### src/rtl/i2c_sda_delay_pkg.sv
package i2c_sda_delay_pkg;
  localparam int SEL_W     = 2;
  localparam int DIV_SHIFT = 2;
  localparam int DLY_W     = 5;

  typedef enum logic {
    DLY_IDLE  = 1'b0,
    DLY_COUNT = 1'b1
  } dly_state_e;
endpackage

### src/rtl/baud_tick_gen.sv
module baud_tick_gen #(
  parameter int SEL_W     = 2,
  parameter int DIV_SHIFT = 2
) (
  input  logic             clk_i,
  input  logic             rst_i,
  input  logic [SEL_W-1:0] sel_i,
  input  logic             restart_i,
  output logic             tick_o
);
  localparam int MAX_LOG = DIV_SHIFT * ((1 << SEL_W) - 1);
  localparam int CNT_W   = (MAX_LOG > 0) ? MAX_LOG : 1;

  logic [CNT_W-1:0] cnt_q;
  logic [CNT_W:0]   div_val;
  logic [CNT_W:0]   term_val;

  assign div_val  = {{CNT_W{1'b0}}, 1'b1} << (DIV_SHIFT * int'(sel_i));
  assign term_val = div_val - {{CNT_W{1'b0}}, 1'b1};
  assign tick_o   = ({1'b0, cnt_q} >= term_val);

  always_ff @(posedge clk_i) begin
    if (rst_i || restart_i) begin
      cnt_q <= '0;
    end else if (tick_o) begin
      cnt_q <= '0;
    end else begin
      cnt_q <= cnt_q + 1'b1;
    end
  end
endmodule

### src/rtl/scl_fall_detect.sv
module scl_fall_detect (
  input  logic clk_i,
  input  logic rst_i,
  input  logic scl_i,
  output logic fall_o
);
  logic scl_q;

  always_ff @(posedge clk_i) begin
    if (rst_i) scl_q <= 1'b1;
    else       scl_q <= scl_i;
  end

  assign fall_o = scl_q & ~scl_i;
endmodule

### src/rtl/sda_delay_core.sv
module sda_delay_core
  import i2c_sda_delay_pkg::*;
#(
  parameter int CNT_W = 5
) (
  input  logic             clk_i,
  input  logic             rst_i,
  input  logic             fall_i,
  input  logic             tick_i,
  input  logic [CNT_W-1:0] dly_i,
  input  logic             sda_req_i,
  output logic             sda_o,
  output logic             busy_o,
  output logic             load_o,
  output logic [CNT_W-1:0] cnt_o
);
  dly_state_e       state_q;
  logic [CNT_W-1:0] cnt_q;
  logic             sda_q;
  logic             mismatch;
  logic             load;
  logic             expire;

  assign mismatch = (sda_req_i != sda_q);
  assign load     = fall_i | ((state_q == DLY_IDLE) & mismatch);
  assign expire   = (state_q == DLY_COUNT) & tick_i & (cnt_q == {{(CNT_W-1){1'b0}}, 1'b1});

  always_ff @(posedge clk_i) begin
    if (rst_i) begin
      state_q <= DLY_IDLE;
      cnt_q   <= '0;
      sda_q   <= 1'b1;
    end else if (load) begin
      if (dly_i == '0) begin
        state_q <= DLY_IDLE;
        cnt_q   <= '0;
        sda_q   <= sda_req_i;
      end else begin
        state_q <= DLY_COUNT;
        cnt_q   <= dly_i;
      end
    end else if (expire) begin
      state_q <= DLY_IDLE;
      cnt_q   <= '0;
      sda_q   <= sda_req_i;
    end else if ((state_q == DLY_COUNT) && tick_i) begin
      cnt_q <= cnt_q - 1'b1;
    end
  end

  assign sda_o  = sda_q;
  assign busy_o = (state_q == DLY_COUNT);
  assign load_o = load;
  assign cnt_o  = cnt_q;
endmodule

### src/rtl/i2c_sda_delay.sv
module i2c_sda_delay
  import i2c_sda_delay_pkg::*;
#(
  parameter int SEL_BITS = SEL_W,
  parameter int DIV_STEP = DIV_SHIFT,
  parameter int DLY_BITS = DLY_W
) (
  input  logic                clk_i,
  input  logic                rst_i,
  input  logic [SEL_BITS-1:0] div_sel_i,
  input  logic [DLY_BITS-1:0] dly_units_i,
  input  logic                scl_i,
  input  logic                sda_req_i,
  output logic                sda_o,
  output logic                busy_o
);
  logic                baud_tick;
  logic                scl_fall;
  logic                dly_load;
  logic [DLY_BITS-1:0] dly_cnt;

  scl_fall_detect u_fall (
    .clk_i  (clk_i),
    .rst_i  (rst_i),
    .scl_i  (scl_i),
    .fall_o (scl_fall)
  );

  baud_tick_gen #(
    .SEL_W     (SEL_BITS),
    .DIV_SHIFT (DIV_STEP)
  ) u_tick (
    .clk_i     (clk_i),
    .rst_i     (rst_i),
    .sel_i     (div_sel_i),
    .restart_i (dly_load),
    .tick_o    (baud_tick)
  );

  sda_delay_core #(
    .CNT_W (DLY_BITS)
  ) u_core (
    .clk_i     (clk_i),
    .rst_i     (rst_i),
    .fall_i    (scl_fall),
    .tick_i    (baud_tick),
    .dly_i     (dly_units_i),
    .sda_req_i (sda_req_i),
    .sda_o     (sda_o),
    .busy_o    (busy_o),
    .load_o    (dly_load),
    .cnt_o     (dly_cnt)
  );
endmodule

### config.mk
export PLATFORM = sky130hd
export DESIGN_NAME = i2c_sda_delay
export DESIGN_NICKNAME = d
export VERILOG_FILES = /design/src/rtl/i2c_sda_delay_pkg.sv /design/src/rtl/baud_tick_gen.sv /design/src/rtl/scl_fall_detect.sv /design/src/rtl/sda_delay_core.sv /design/src/rtl/i2c_sda_delay.sv
export SDC_FILE = /design/constraint.sdc
export NUM_CORES = 1
export LEC_CHECK = 0
export CAP_MARGIN = 20
export CORE_AREA = 4 4 47 49
export DETAILED_ROUTE_END_ITERATION = 8
export DIE_AREA = 0 0 51 53
export DONT_BUFFER_PORTS = 1
export MAX_ROUTING_LAYER = met4
export PLACE_DENSITY = 0.64
export SLEW_MARGIN = 20
export SYNTH_ARGS = -nofsm -noshare
export SYNTH_HDL_FRONTEND = slang
export SYNTH_SLANG_ARGS = --single-unit
### constraint.sdc
create_clock -name clk_i -period 2.3 [get_ports clk_i]
set_input_delay 0.23 -clock clk_i [delete_from_list [all_inputs] [get_ports clk_i]]
set_output_delay 0.23 -clock clk_i [all_outputs]
set_load 0.1 [all_outputs]
* Word-level counts from Yosys, hierarchy flattened
Index checks and enable logic that the tools add are counted.
Storage, ports and cells: register bits after elaboration 14, bits of input ports 11, output and inout port bits 2
Operators by class: add/sub/neg operators 3, order comparisons 1, equal/unequal tests 3, shifts and indexed selects 1, multiplexer cells 10, bitwise gates (word level) 7, reduce and logical (&&, ||, !) cells 7
Operators by type and width (number):
- $mux W5 | 4
- $ge A6 B7 Y1 | 1
- $shl A1 B3 Y7 const A | 1
- $sub A7 B1 Y7 const B | 1
- $add A6 B1 Y6 const B | 1
- $mux W1 | 6
- $eq A5 B1 Y1 const B | 1
- $logic_not A5 Y1 | 1
- $sub A5 B1 Y5 const B | 1
- $and A1 B1 Y1 | 4
- $reduce_bool A3 Y1 | 1
- $ne A2 B1 Y1 const B | 1
- $not A1 Y1 | 2
- $reduce_and A2 Y1 | 1
- $reduce_bool A2 Y1 | 1
- $reduce_or A2 Y1 | 1
- $logic_and A1 B1 Y1 | 1
- $logic_or A1 B1 Y1 | 1
- $ne A1 B1 Y1 | 1
- $or A1 B1 Y1 | 1

* Depth between registers and ports, before layout
Gate-level depths: netlist of the first run.
depth in word-level cells 7, mapped depth 9

* Modules after synthesis
Synthesis of the first run repeated with hierarchy kept, for this count alone.
Unflattened totals: cells, all modules 111, area total of the unflattened synthesis 970.9 um^2
Modules (own cells, without submodules):
- sda_delay_core | times used 1, cells an instance 64, area an instance 544.3 um^2
- baud_tick_gen | times used 1, cells an instance 44, area an instance 391.6 um^2
- scl_fall_detect | times used 1, cells an instance 3, area an instance 35.0 um^2

* Worst setup path after synthesis of the first run
OpenSTA, ideal clock, no wires.
kind reg-to-reg, start reg u_core.sda_q (netlist: u_core.sda_o), end reg u_core.cnt_q[3] (netlist: u_core.cnt_o[3]), setup time 0.074 ns, arrival time 2.356 ns, required time 2.226 ns, slack -0.130 ns, cell stages (with the launch flop) 8, path buffers 1, period minus slack after synthesis 2.430 ns, cells stage by stage dfxtp_1 > xor2_1 > a21o_1 > a41oi_2 > a21o_1 > buf_6 > or4_1 > a31oi_1
On the way: longest elaborated chain between the ends 4, elaborated cells between the ends (all ways) 5, those cells by class 1 x eq/ne; 1 x mux; 2 x bitwise; 1 x reduce/logical
Ends and longest elaborated chain:
- start: declaration | line sda_delay_core.sv:19 | logic sda_q;
- start signal: assignment | line sda_delay_core.sv:37 | sda_q <= sda_req_i;
- start signal: assignment | line sda_delay_core.sv:45 | sda_q <= sda_req_i;
- $ne A1 B1 Y1 * | line sda_delay_core.sv:24 | assign mismatch = (sda_req_i != sda_q);
- $and A1 B1 Y1 * | line sda_delay_core.sv:25 | assign load = fall_i | ((state_q == DLY_IDLE) & mismatch);
- $or A1 B1 Y1 * | line sda_delay_core.sv:25
- $reduce_bool A3 Y1 (no line) / $mux W5 (equally long branches)
- end signal: assignment | line sda_delay_core.sv:40 | cnt_q <= dly_i;
- end signal: assignment | line sda_delay_core.sv:47 | cnt_q <= cnt_q - 1'b1;
- end: declaration | line sda_delay_core.sv:18 | logic [CNT_W-1:0] cnt_q;
Mark *: on every way between the ends. The rest lies on a longest branch, timed or not. A chain may end at the register's enable or synchronous reset.

* Worst setup path in the final report of the first run
start reg u_tick.cnt_q[3], end reg u_core.cnt_q[4] (netlist: u_core.cnt_o[4])
On the way: longest elaborated chain between the ends 5, elaborated cells between the ends (all ways) 7, those cells by class 1 x order compare; 2 x mux; 2 x bitwise; 2 x reduce/logical
Ends and longest elaborated chain:
- start: declaration | line baud_tick_gen.sv:14 | logic [CNT_W-1:0] cnt_q;
- start signal: assignment | line baud_tick_gen.sv:28 | cnt_q <= cnt_q + 1'b1;
- $ge A6 B7 Y1 * | line baud_tick_gen.sv:20 | assign tick_o = ({1'b0, cnt_q} >= term_val);
- $and A1 B1 Y1 (2 in series) | line sda_delay_core.sv:26 | assign expire = (state_q == DLY_COUNT) & tick_i & (cnt_q == {{(CNT_W-1){1'b0}}, 1'b1});
- $mux W5 | line sda_delay_core.sv:42 | end else if (expire) begin
- $mux W5 | line sda_delay_core.sv:33 | end else if (load) begin
Marked as above.

==> qor.yml, run 1 <==
worst_ep_required_time_ns: 2.47
max_freq_mhz: 473
start_util_pct: 45.6
hold_ws_ns: 0.0126
multi_input_area_um2: 519
clockRootBuffer: "clkbuf_4"
die_w_um: 51
layout_common_cells: "dfxtp_1 (13), nand2_1 (10), nor3_1 (10), inv_1 (8), ha_1 (8)"
vias_per_cell: 5.65
power.density_nw_per_um2: 650
tightestPinTransition_ns: 0.492
max-cap-violations: 0
synth_fp_nets: 119
routed_wl_um: 1780
grt_pass1_wl_um: 3150
syn_inst: 100
grt_util_all_layers_pct: 16.0
syn_area_um2: 850
setup_viol_count_final: 0
worstSetupPathType: "flop to flop"
finish.utilization_pct: 50.5
syn2layout_area_growth_pct: 10.8
avgSynthCellArea_um2: 8.50
ant_nets: 0
ctsHtreeMaxLevel: 1
yosysWarningCount: 0
antenna_found_initial: 0
min_period_ns: 2.11
grt-ovfl-total: 0
num_rows: 16
cts_tree: "done"
grt_pass1_vias: 784
synth_top_family_by_area: "simple AND/OR/NAND/NOR gates"
cts_buffers: 3
diodes: 0
grt_max_degree: 14
io_pins: 13
maxSlewViolCount: 0
route.vias.total: 752
clock_sinks: 14
yosys.area_share.adder_pct: 11.8
synthSimpleGateAreaFrac_pct: 25.2
remaining_drc_errors: 0
status: "finished clean"
core_area_um2: 1860
dieArea_um2: 2700
regArea_um2: 282
drtPass1Iterations: 4
port_buffers: 0
synth-compound-area-share_pct: 17.8
synth_seq_cells: 14
cts_setup_buffers: 0
cp_data_arrival_time_ns: 2.28
synthDistinctLibCells: 32
ys_seq_area_share_pct: 33.0
finClkSkew_ns: 0.00385
end_kind: "flop"
ir_drop_mv: 0.365
grt_setup_unrepaired: "no"
synth_mux_area_share_pct: 1.18
fin_nets: 126
hp-class: "primary input to flop"
synth_xor_area_share_pct: 5.15
clock_path_buffers: 2
fin_setup_tns_ns: 0
drive_gt1_share_pct: 12.3
finalHoldViolations: 0
cellLeakagePower_nw: 0.381
critPathLaunchType: "flop"
path_clk_slew_ns: 0.09
critPathMaxFanout: 8
die_h_um: 53
wl_per_cell_um: 13.4
period_share_pct: 91.9
clk_latency_ns: 0.28
initialDrtViolationCount: 22
r2r_slack_ns: 0.19
finalWeightedCongestion: 0.827
final_common_cell: "dfxtp_1"
fillCellCount: 194
dp_hpwl_um: 1310
slew_headroom_pct: 67.2
## cells in the mapped netlist
master,number,area share (%)
a2111o_1,1,1.3
a2111oi_0,1,1.0
a211o_1,1,1.0
a211oi_1,2,1.8
a21o_1,3,2.7
a21oi_1,3,1.8
a221oi_1,1,1.0
a222oi_1,1,1.2
a22oi_1,1,0.88
a31oi_1,3,2.2
a41oi_2,1,1.9
and3_1,1,0.74
buf_2,1,0.59
buf_6,1,1.3
clkbuf_1,1,0.44
dfxtp_1,14,33
ha_1,8,12
inv_1,8,3.5
mux2i_1,1,1.2
nand2_1,10,4.4
nand3_1,6,3.5
nor2_1,5,2.2
nor2b_1,4,2.9
nor3_1,10,5.9
nor3b_1,2,1.8
nor4b_1,1,1.0
o21ai_2,1,1.0
or2_2,1,0.74
or2_4,1,1.0
or4_1,1,0.88
xnor2_1,2,2.1
xor2_1,3,3.1
## metrics by stage
step / cells / total power, mW / worst slack, ns / cell area [um2]
after global routing: 133 / 0.645 / 0.0172 / 941
final: 133 / 0.611 / 0.185 / 941
after global placement: 128 / 0.434 / 0.253 / 895
after CTS: 133 / 0.618 / 0.179 / 941
after detailed placement: 128 / 0.437 / 0.195 / 895
after floorplan: 100 / 0.410 / 0.103 / 851
## routing by layer
layer | track usage (%) | up-vias | part of all wire [%]
met5 | - | - | 0
met4 | 8.07 | 0 | 0.51
met3 | 3.38 | 2 | 6.0
met2 | 28.8 | 18 | 50
met1 | 16.4 | 358 | 43
li1 | - | 374 | -
## state kept, by name (all words and copies together) (netlist names)
register and flops:
u_core.sda_o 1, u_tick.cnt_q 6, u_fall.scl_q 1, u_core.cnt_o 5, u_core.busy_o 1
## report_power, final
| part | internal, mW | total (mW) | leakage, nW | switching [mW] |
|---|---|---|---|---|
| logic | 0.0616 | 0.157 | 0.246 | 0.0959 |
| registers | 0.261 | 0.278 | 0.115 | 0.0164 |
| clock network | 0.0963 | 0.176 | 0.0210 | 0.0801 |
| total | 0.419 | 0.611 | 0.381 | 0.192 |
## repair_timing
action	4_1_cts	5_1_grt
hold buffers	1	0
resized for setup	0	0
endpoints found under the hold margin	2	0
## cell families (layout without fill, tap and decap cells)
group	count (synthesis)	after routing
XOR/XNOR	5	5
buffers and inverters	11	17
flip-flops	14	14
multiplexers	1	1
adder cells (fa/ha/maj)	8	8
AO/OA/AOI/OAI	19	19
AND/OR/NAND/NOR	42	42
## worst max-delay path: stages (launching register included)
cell and delay, ns:
dfxtp_1 0.41, ha_1 0.25, and3_1 0.21, a221oi_1 0.49, a21o_1 0.33, mux2i_1 0.23, a31oi_1 0.09
## area by class of cell
| class | count | share of cell area (%) |
|---|---|---|
| Multi-Input combinational cell | 75 | 55.2 |
| Sequential cell | 14 | 29.9 |
| Timing Repair Buffer | 5 | 4.26 |
| Clock buffer | 4 | 3.86 |
| Tap cell | 27 | 3.59 |
| Inverter | 8 | 3.19 |
## final timing paths
kind | startpoint | end | cells after the start
max | u_tick.cnt_q[3] | u_core.cnt_o[4] | 6
min | rst_i | u_core.cnt_o[2] | 1
max reg2reg | u_tick.cnt_q[3] | u_core.cnt_o[4] | 6
min reg2reg | u_tick.cnt_q[0] | u_tick.cnt_q[0] | 1
(Power assumes the default switching activity.)
==> run 2: changes to the inputs <==
--- a/config.mk
+++ b/config.mk
@@ -11,7 +11,7 @@
 export DIE_AREA = 0 0 51 53
 export DONT_BUFFER_PORTS = 1
 export MAX_ROUTING_LAYER = met4
-export PLACE_DENSITY = 0.64
+export PLACE_DENSITY = 0.68
 export SLEW_MARGIN = 20
 export SYNTH_ARGS = -nofsm -noshare
 export SYNTH_HDL_FRONTEND = slang
==> qor.yml, run 2 (synthesis gave the netlist of run 1 again) <==
status: "finished clean"
pwr-share-comb_pct: 25.5
syn2layout_area_growth_pct: 11.9
regMostFlops: "u_tick.cnt_q"
grt_pass1_vias: 727
route.vias.total: 717
path_clk_slew_ns: 0.09
cellLeakagePower_nw: 0.385
tightestPinTransition_ns: 0.408
period_share_pct: 90.4
critPathMaxFanout: 8
hp-class: "primary input to flop"
grt_setup_unrepaired: "no"
power.density_nw_per_um2: 649
dpl_cell_area_um2: 895
max-cap-violations: 0
num_rows: 16
fin_nets: 127
maxSlewViolCount: 0
critPathMaxStageDelay_ns: 0.50
highest_layer: "met4"
diodes: 0
cp_slowest_cell: "or4_1"
routed_wl_um: 1740
ff2ff_path_depth: 8
finClkSkew_ns: 0.000799
grt-ovfl-total: 0
wl_per_cell_um: 13.0
hold_ws_ns: 0.00577
finalHoldViolations: 0
cts_setup_buffers: 0
clock_path_buffers: 2
clock_sinks: 14
dp_hpwl_um: 1300
critical_path_buf_inv_count: 1
path_cells: "inv_1 -> ha_1 -> nor2b_1 -> o21ai_2 -> a41oi_2 -> a21o_1 -> or4_1 -> a31oi_1"
dieArea_um2: 2700
cts_tree: "done"
min_path_cells: 1
grt_util_all_layers_pct: 15.0
critPathLaunchType: "flop"
wl_met1_um: 804
largest_reg_flops: 6
clkPwrFrac_pct: 29.6
start_util_pct: 45.6
die_w_um: 51
vias_per_cell: 5.35
ant_nets: 0
drive_gt1_share_pct: 12.1
fin_setup_tns_ns: 0
max_freq_mhz: 481
ir_drop_mv: 0.376
worst_ep_required_time_ns: 2.52
end_kind: "flop"
intPower_mw: 0.420
initialDrtViolationCount: 17
final_common_cell: "dfxtp_1"
switching_share_pct: 31.9
route.met2.wl_um: 830
p_switching_mw: 0.197
port_buffers: 0
layout_common_cells: "dfxtp_1 (13), nand2_1 (10), nor3_1 (10), inv_1 (8), ha_1 (8)"
die_h_um: 53
setup_viol_count_final: 0
slew_headroom_pct: 72.1
clockRootBuffer: "clkbuf_4"
io_pins: 13
crit_family: "compound AO/OA/AOI/OAI gates"
path_depth: 8
dr_wl_met3_um: 70
finalWeightedCongestion: 0.827
final_cell_area_um2: 951
total_power_mw: 0.617
cp_data_arrival_time_ns: 2.30
worstSetupPathType: "flop to flop"
antenna_found_initial: 0
remaining_drc_errors: 0
drtPass1Iterations: 4
core_area_um2: 1860
min_period_ns: 2.08
pwr-share-seq_pct: 44.9
grt_max_degree: 15
grt_pass1_wl_um: 2940
cts_buffers: 3
clk_latency_ns: 0.28
ctsHtreeMaxLevel: 1
## run 2: per-stage QoR
stage | std cells | worst slack [ns] | utilization, %
6_report | 134 | 0.220 | 51.1
5_1_grt | 134 | 0.0982 | 51.1
4_1_cts | 133 | 0.217 | 50.5
3_5_place_dp | 128 | 0.179 | 48.1
3_3_place_gp | 128 | 0.261 | 48.1
2_1_floorplan | 100 | 0.103 | -
## run 2: worst paths after layout
kind                         from               to  slack (ns)
setup / recovery  u_tick.cnt_q[0]  u_core.cnt_o[3]        0.22
hold / removal              rst_i  u_core.cnt_o[4]       0.006
setup reg to reg  u_tick.cnt_q[0]  u_core.cnt_o[3]        0.22
hold reg to reg   u_core.cnt_o[3]  u_core.cnt_o[3]        0.49
## run 2: final cells by class
type | count | area (um2)
fill | 183 | 911
sequential | 14 | 282
inverter | 8 | 30.0
timing repair buffer | 6 | 50.0
multi-input combinational | 75 | 519
clock buffer | 4 | 36.3
tap | 27 | 33.8
## run 2: power by group through the flow
stage | Combinational, mW | Clock (mW) | Sequential, mW
floorplan | 0.111 | 0 | 0.299
global placement | 0.148 | 0 | 0.283
detailed placement | 0.152 | 0 | 0.283
CTS | 0.154 | 0.185 | 0.277
global route | 0.178 | 0.195 | 0.281
finish | 0.157 | 0.183 | 0.277
## run 2: per-layer routing
| layer | track usage, % | vias up |
|---|---|---|
| met1 | 16.8 | 327 |
| met3 | 4.23 | 4 |
| met4 | 6.73 | 0 |
| met5 | - | - |
| met2 | 24.9 | 12 |
| li1 | - | 374 |
## run 2: repair_timing
| item | CTS | global route |
|---|---|---|
| resized for setup | 0 | 0 |
| hold buffers | 1 | 1 |
| hold endpoints to repair | 1 | 2 |
==> run 3: changes to the inputs <==
==> constraint.sdc (replaced) <==
create_clock -name clk_i -period 2.3 [get_ports clk_i]
set_input_delay 0.46 -clock clk_i [delete_from_list [all_inputs] [get_ports clk_i]]
set_output_delay 0.46 -clock clk_i [all_outputs]
set_load 0.1 [all_outputs]
==> qor.yml, run 3 (synthesis gave the netlist of run 1 again) <==
status: "finished clean"
r2r-start: "u_tick.cnt_q[3]"
min_period_ns: 2.03
critPathLaunchType: "flop"
fin_nets: 127
grt_pass1_wl_um: 2880
core_area_um2: 1860
ctsHtreeMaxLevel: 1
setup_viol_count_final: 0
die_h_um: 53
clkPwrFrac_pct: 29.3
antenna_found_initial: 0
min_from: "rst_i"
pwr-share-comb_pct: 25.5
cts_setup_buffers: 0
grt_pass1_vias: 724
r2r_slack_ns: 0.27
hold_end: "u_core.cnt_o[2]"
layout_common_cells: "dfxtp_1 (13), nand2_1 (10), nor3_1 (10), inv_1 (8), ha_1 (8)"
port_buffers: 0
route.vias.total: 740
cp_data_arrival_time_ns: 2.23
wl_per_cell_um: 12.3
die_w_um: 51
finClkSkew_ns: 0.00160
finish.utilization_pct: 50.8
drtPass1Iterations: 4
cts_tree: "done"
remaining_drc_errors: 0
fin_setup_tns_ns: 0
end_kind: "flop"
finalWeightedCongestion: 0.856
io_pins: 13
cts_buffers: 3
vias_per_cell: 5.52
path_clk_slew_ns: 0.09
clock_path_buffers: 2
max_freq_mhz: 492
r2r-end: "u_core.cnt_o[1]"
cts_resized: 0
grt-ovfl-total: 0
maxSlewViolCount: 0
cellLeakagePower_nw: 0.386
period_share_pct: 88.3
routed_wl_um: 1650
grt_setup_unrepaired: "no"
hp-class: "primary input to flop"
grt_max_degree: 15
slew_headroom_pct: 71.4
min_path_cells: 1
power.density_nw_per_um2: 648
dieArea_um2: 2700
clock_sinks: 14
drive_gt1_share_pct: 14.0
ant_nets: 0
clockRootBuffer: "clkbuf_4"
intPower_mw: 0.421
finalHoldViolations: 0
regMostFlops: "u_tick.cnt_q"
grt_util_all_layers_pct: 15.0
cts.hold.buffers_added: 0
clk_latency_ns: 0.28
tightestPinTransition_ns: 0.418
start_util_pct: 45.6
num_rows: 16
final_common_cell: "dfxtp_1"
largest_reg_flops: 6
ff2ff_path_depth: 7
ir_drop_mv: 0.311
syn2layout_area_growth_pct: 11.3
critPathMaxFanout: 6
initialDrtViolationCount: 27
diodes: 0
worst_ep_required_time_ns: 2.50
worstSetupPathType: "flop to flop"
startpoint: "u_tick.cnt_q[3]"
switching_share_pct: 31.3
max-cap-violations: 0
pwr-share-seq_pct: 45.2
dp_hpwl_um: 1290
p_switching_mw: 0.192
-- run 3: changes by cell type in the layout (fill, tap and decap cells not counted), sizes merged --
cell	before	now
dlygate4sd3	2	0
buf	4	6
-- run 3: stage by stage --
step / std cells / power (mW) / setup WS (ns) / instance area (um2) / hold WS, ns
final: 134 / 0.613 / 0.268 / 946 / 0.231
after CTS: 134 / 0.619 / 0.264 / 946 / 0.220
after detailed placement: 130 / 0.439 / 0.000587 / 910 / 0.474
after floorplan: 100 / 0.410 / 0.0337 / 851 / 0.456
after global routing: 134 / 0.656 / 0.0578 / 946 / 0.214
after global placement: 130 / 0.436 / 0.0650 / 910 / 0.464
-- run 3: per-layer routing --
metal,up-vias,wire length (um),track usage (%)
li1,376,-,-
met1,341,741,17.3
met2,19,762,22.1
met3,4,111,4.23
met4,0,31,10.8
met5,-,0,-
-- run 3: power by group through the flow --
stage                     Clock, mW  Sequential (mW)  Combinational (mW)
after CTS                     0.186            0.277               0.157
after detailed placement          0            0.282               0.156
after floorplan                   0            0.299               0.111
after global routing          0.198            0.280               0.177
after global placement            0            0.282               0.154
final                         0.179            0.277               0.156
-- run 3: worst max-delay path by stage --
stage	to	slack (ns)	cells past startpoint
finish	u_core.cnt_o[1]	0.27	7
global route	u_core.cnt_o[1]	0.06	7
CTS	u_core.cnt_o[1]	0.26	7
detailed placement	u_core.cnt_o[3]	0.0006	8
global placement	u_core.cnt_o[3]	0.07	8
floorplan	u_core.cnt_o[3]	0.03	9
-- run 3: critical path, cell delays in order (launching register included) --
cell      delay, ns
dfxtp_1        0.40
ha_1           0.25
and3_1         0.21
a221oi_1       0.40
a21o_1         0.27
buf_4          0.16
a211oi_1       0.05
a211oi_1       0.21
-- run 3: final cells by class --
class	instances	area, um2
Multi-Input combinational cell	75	519
Inverter	8	30.0
Fill cell	184	916
Clock buffer	4	36.3
Sequential cell	14	282
Timing Repair Buffer	6	45.0
Tap cell	27	33.8
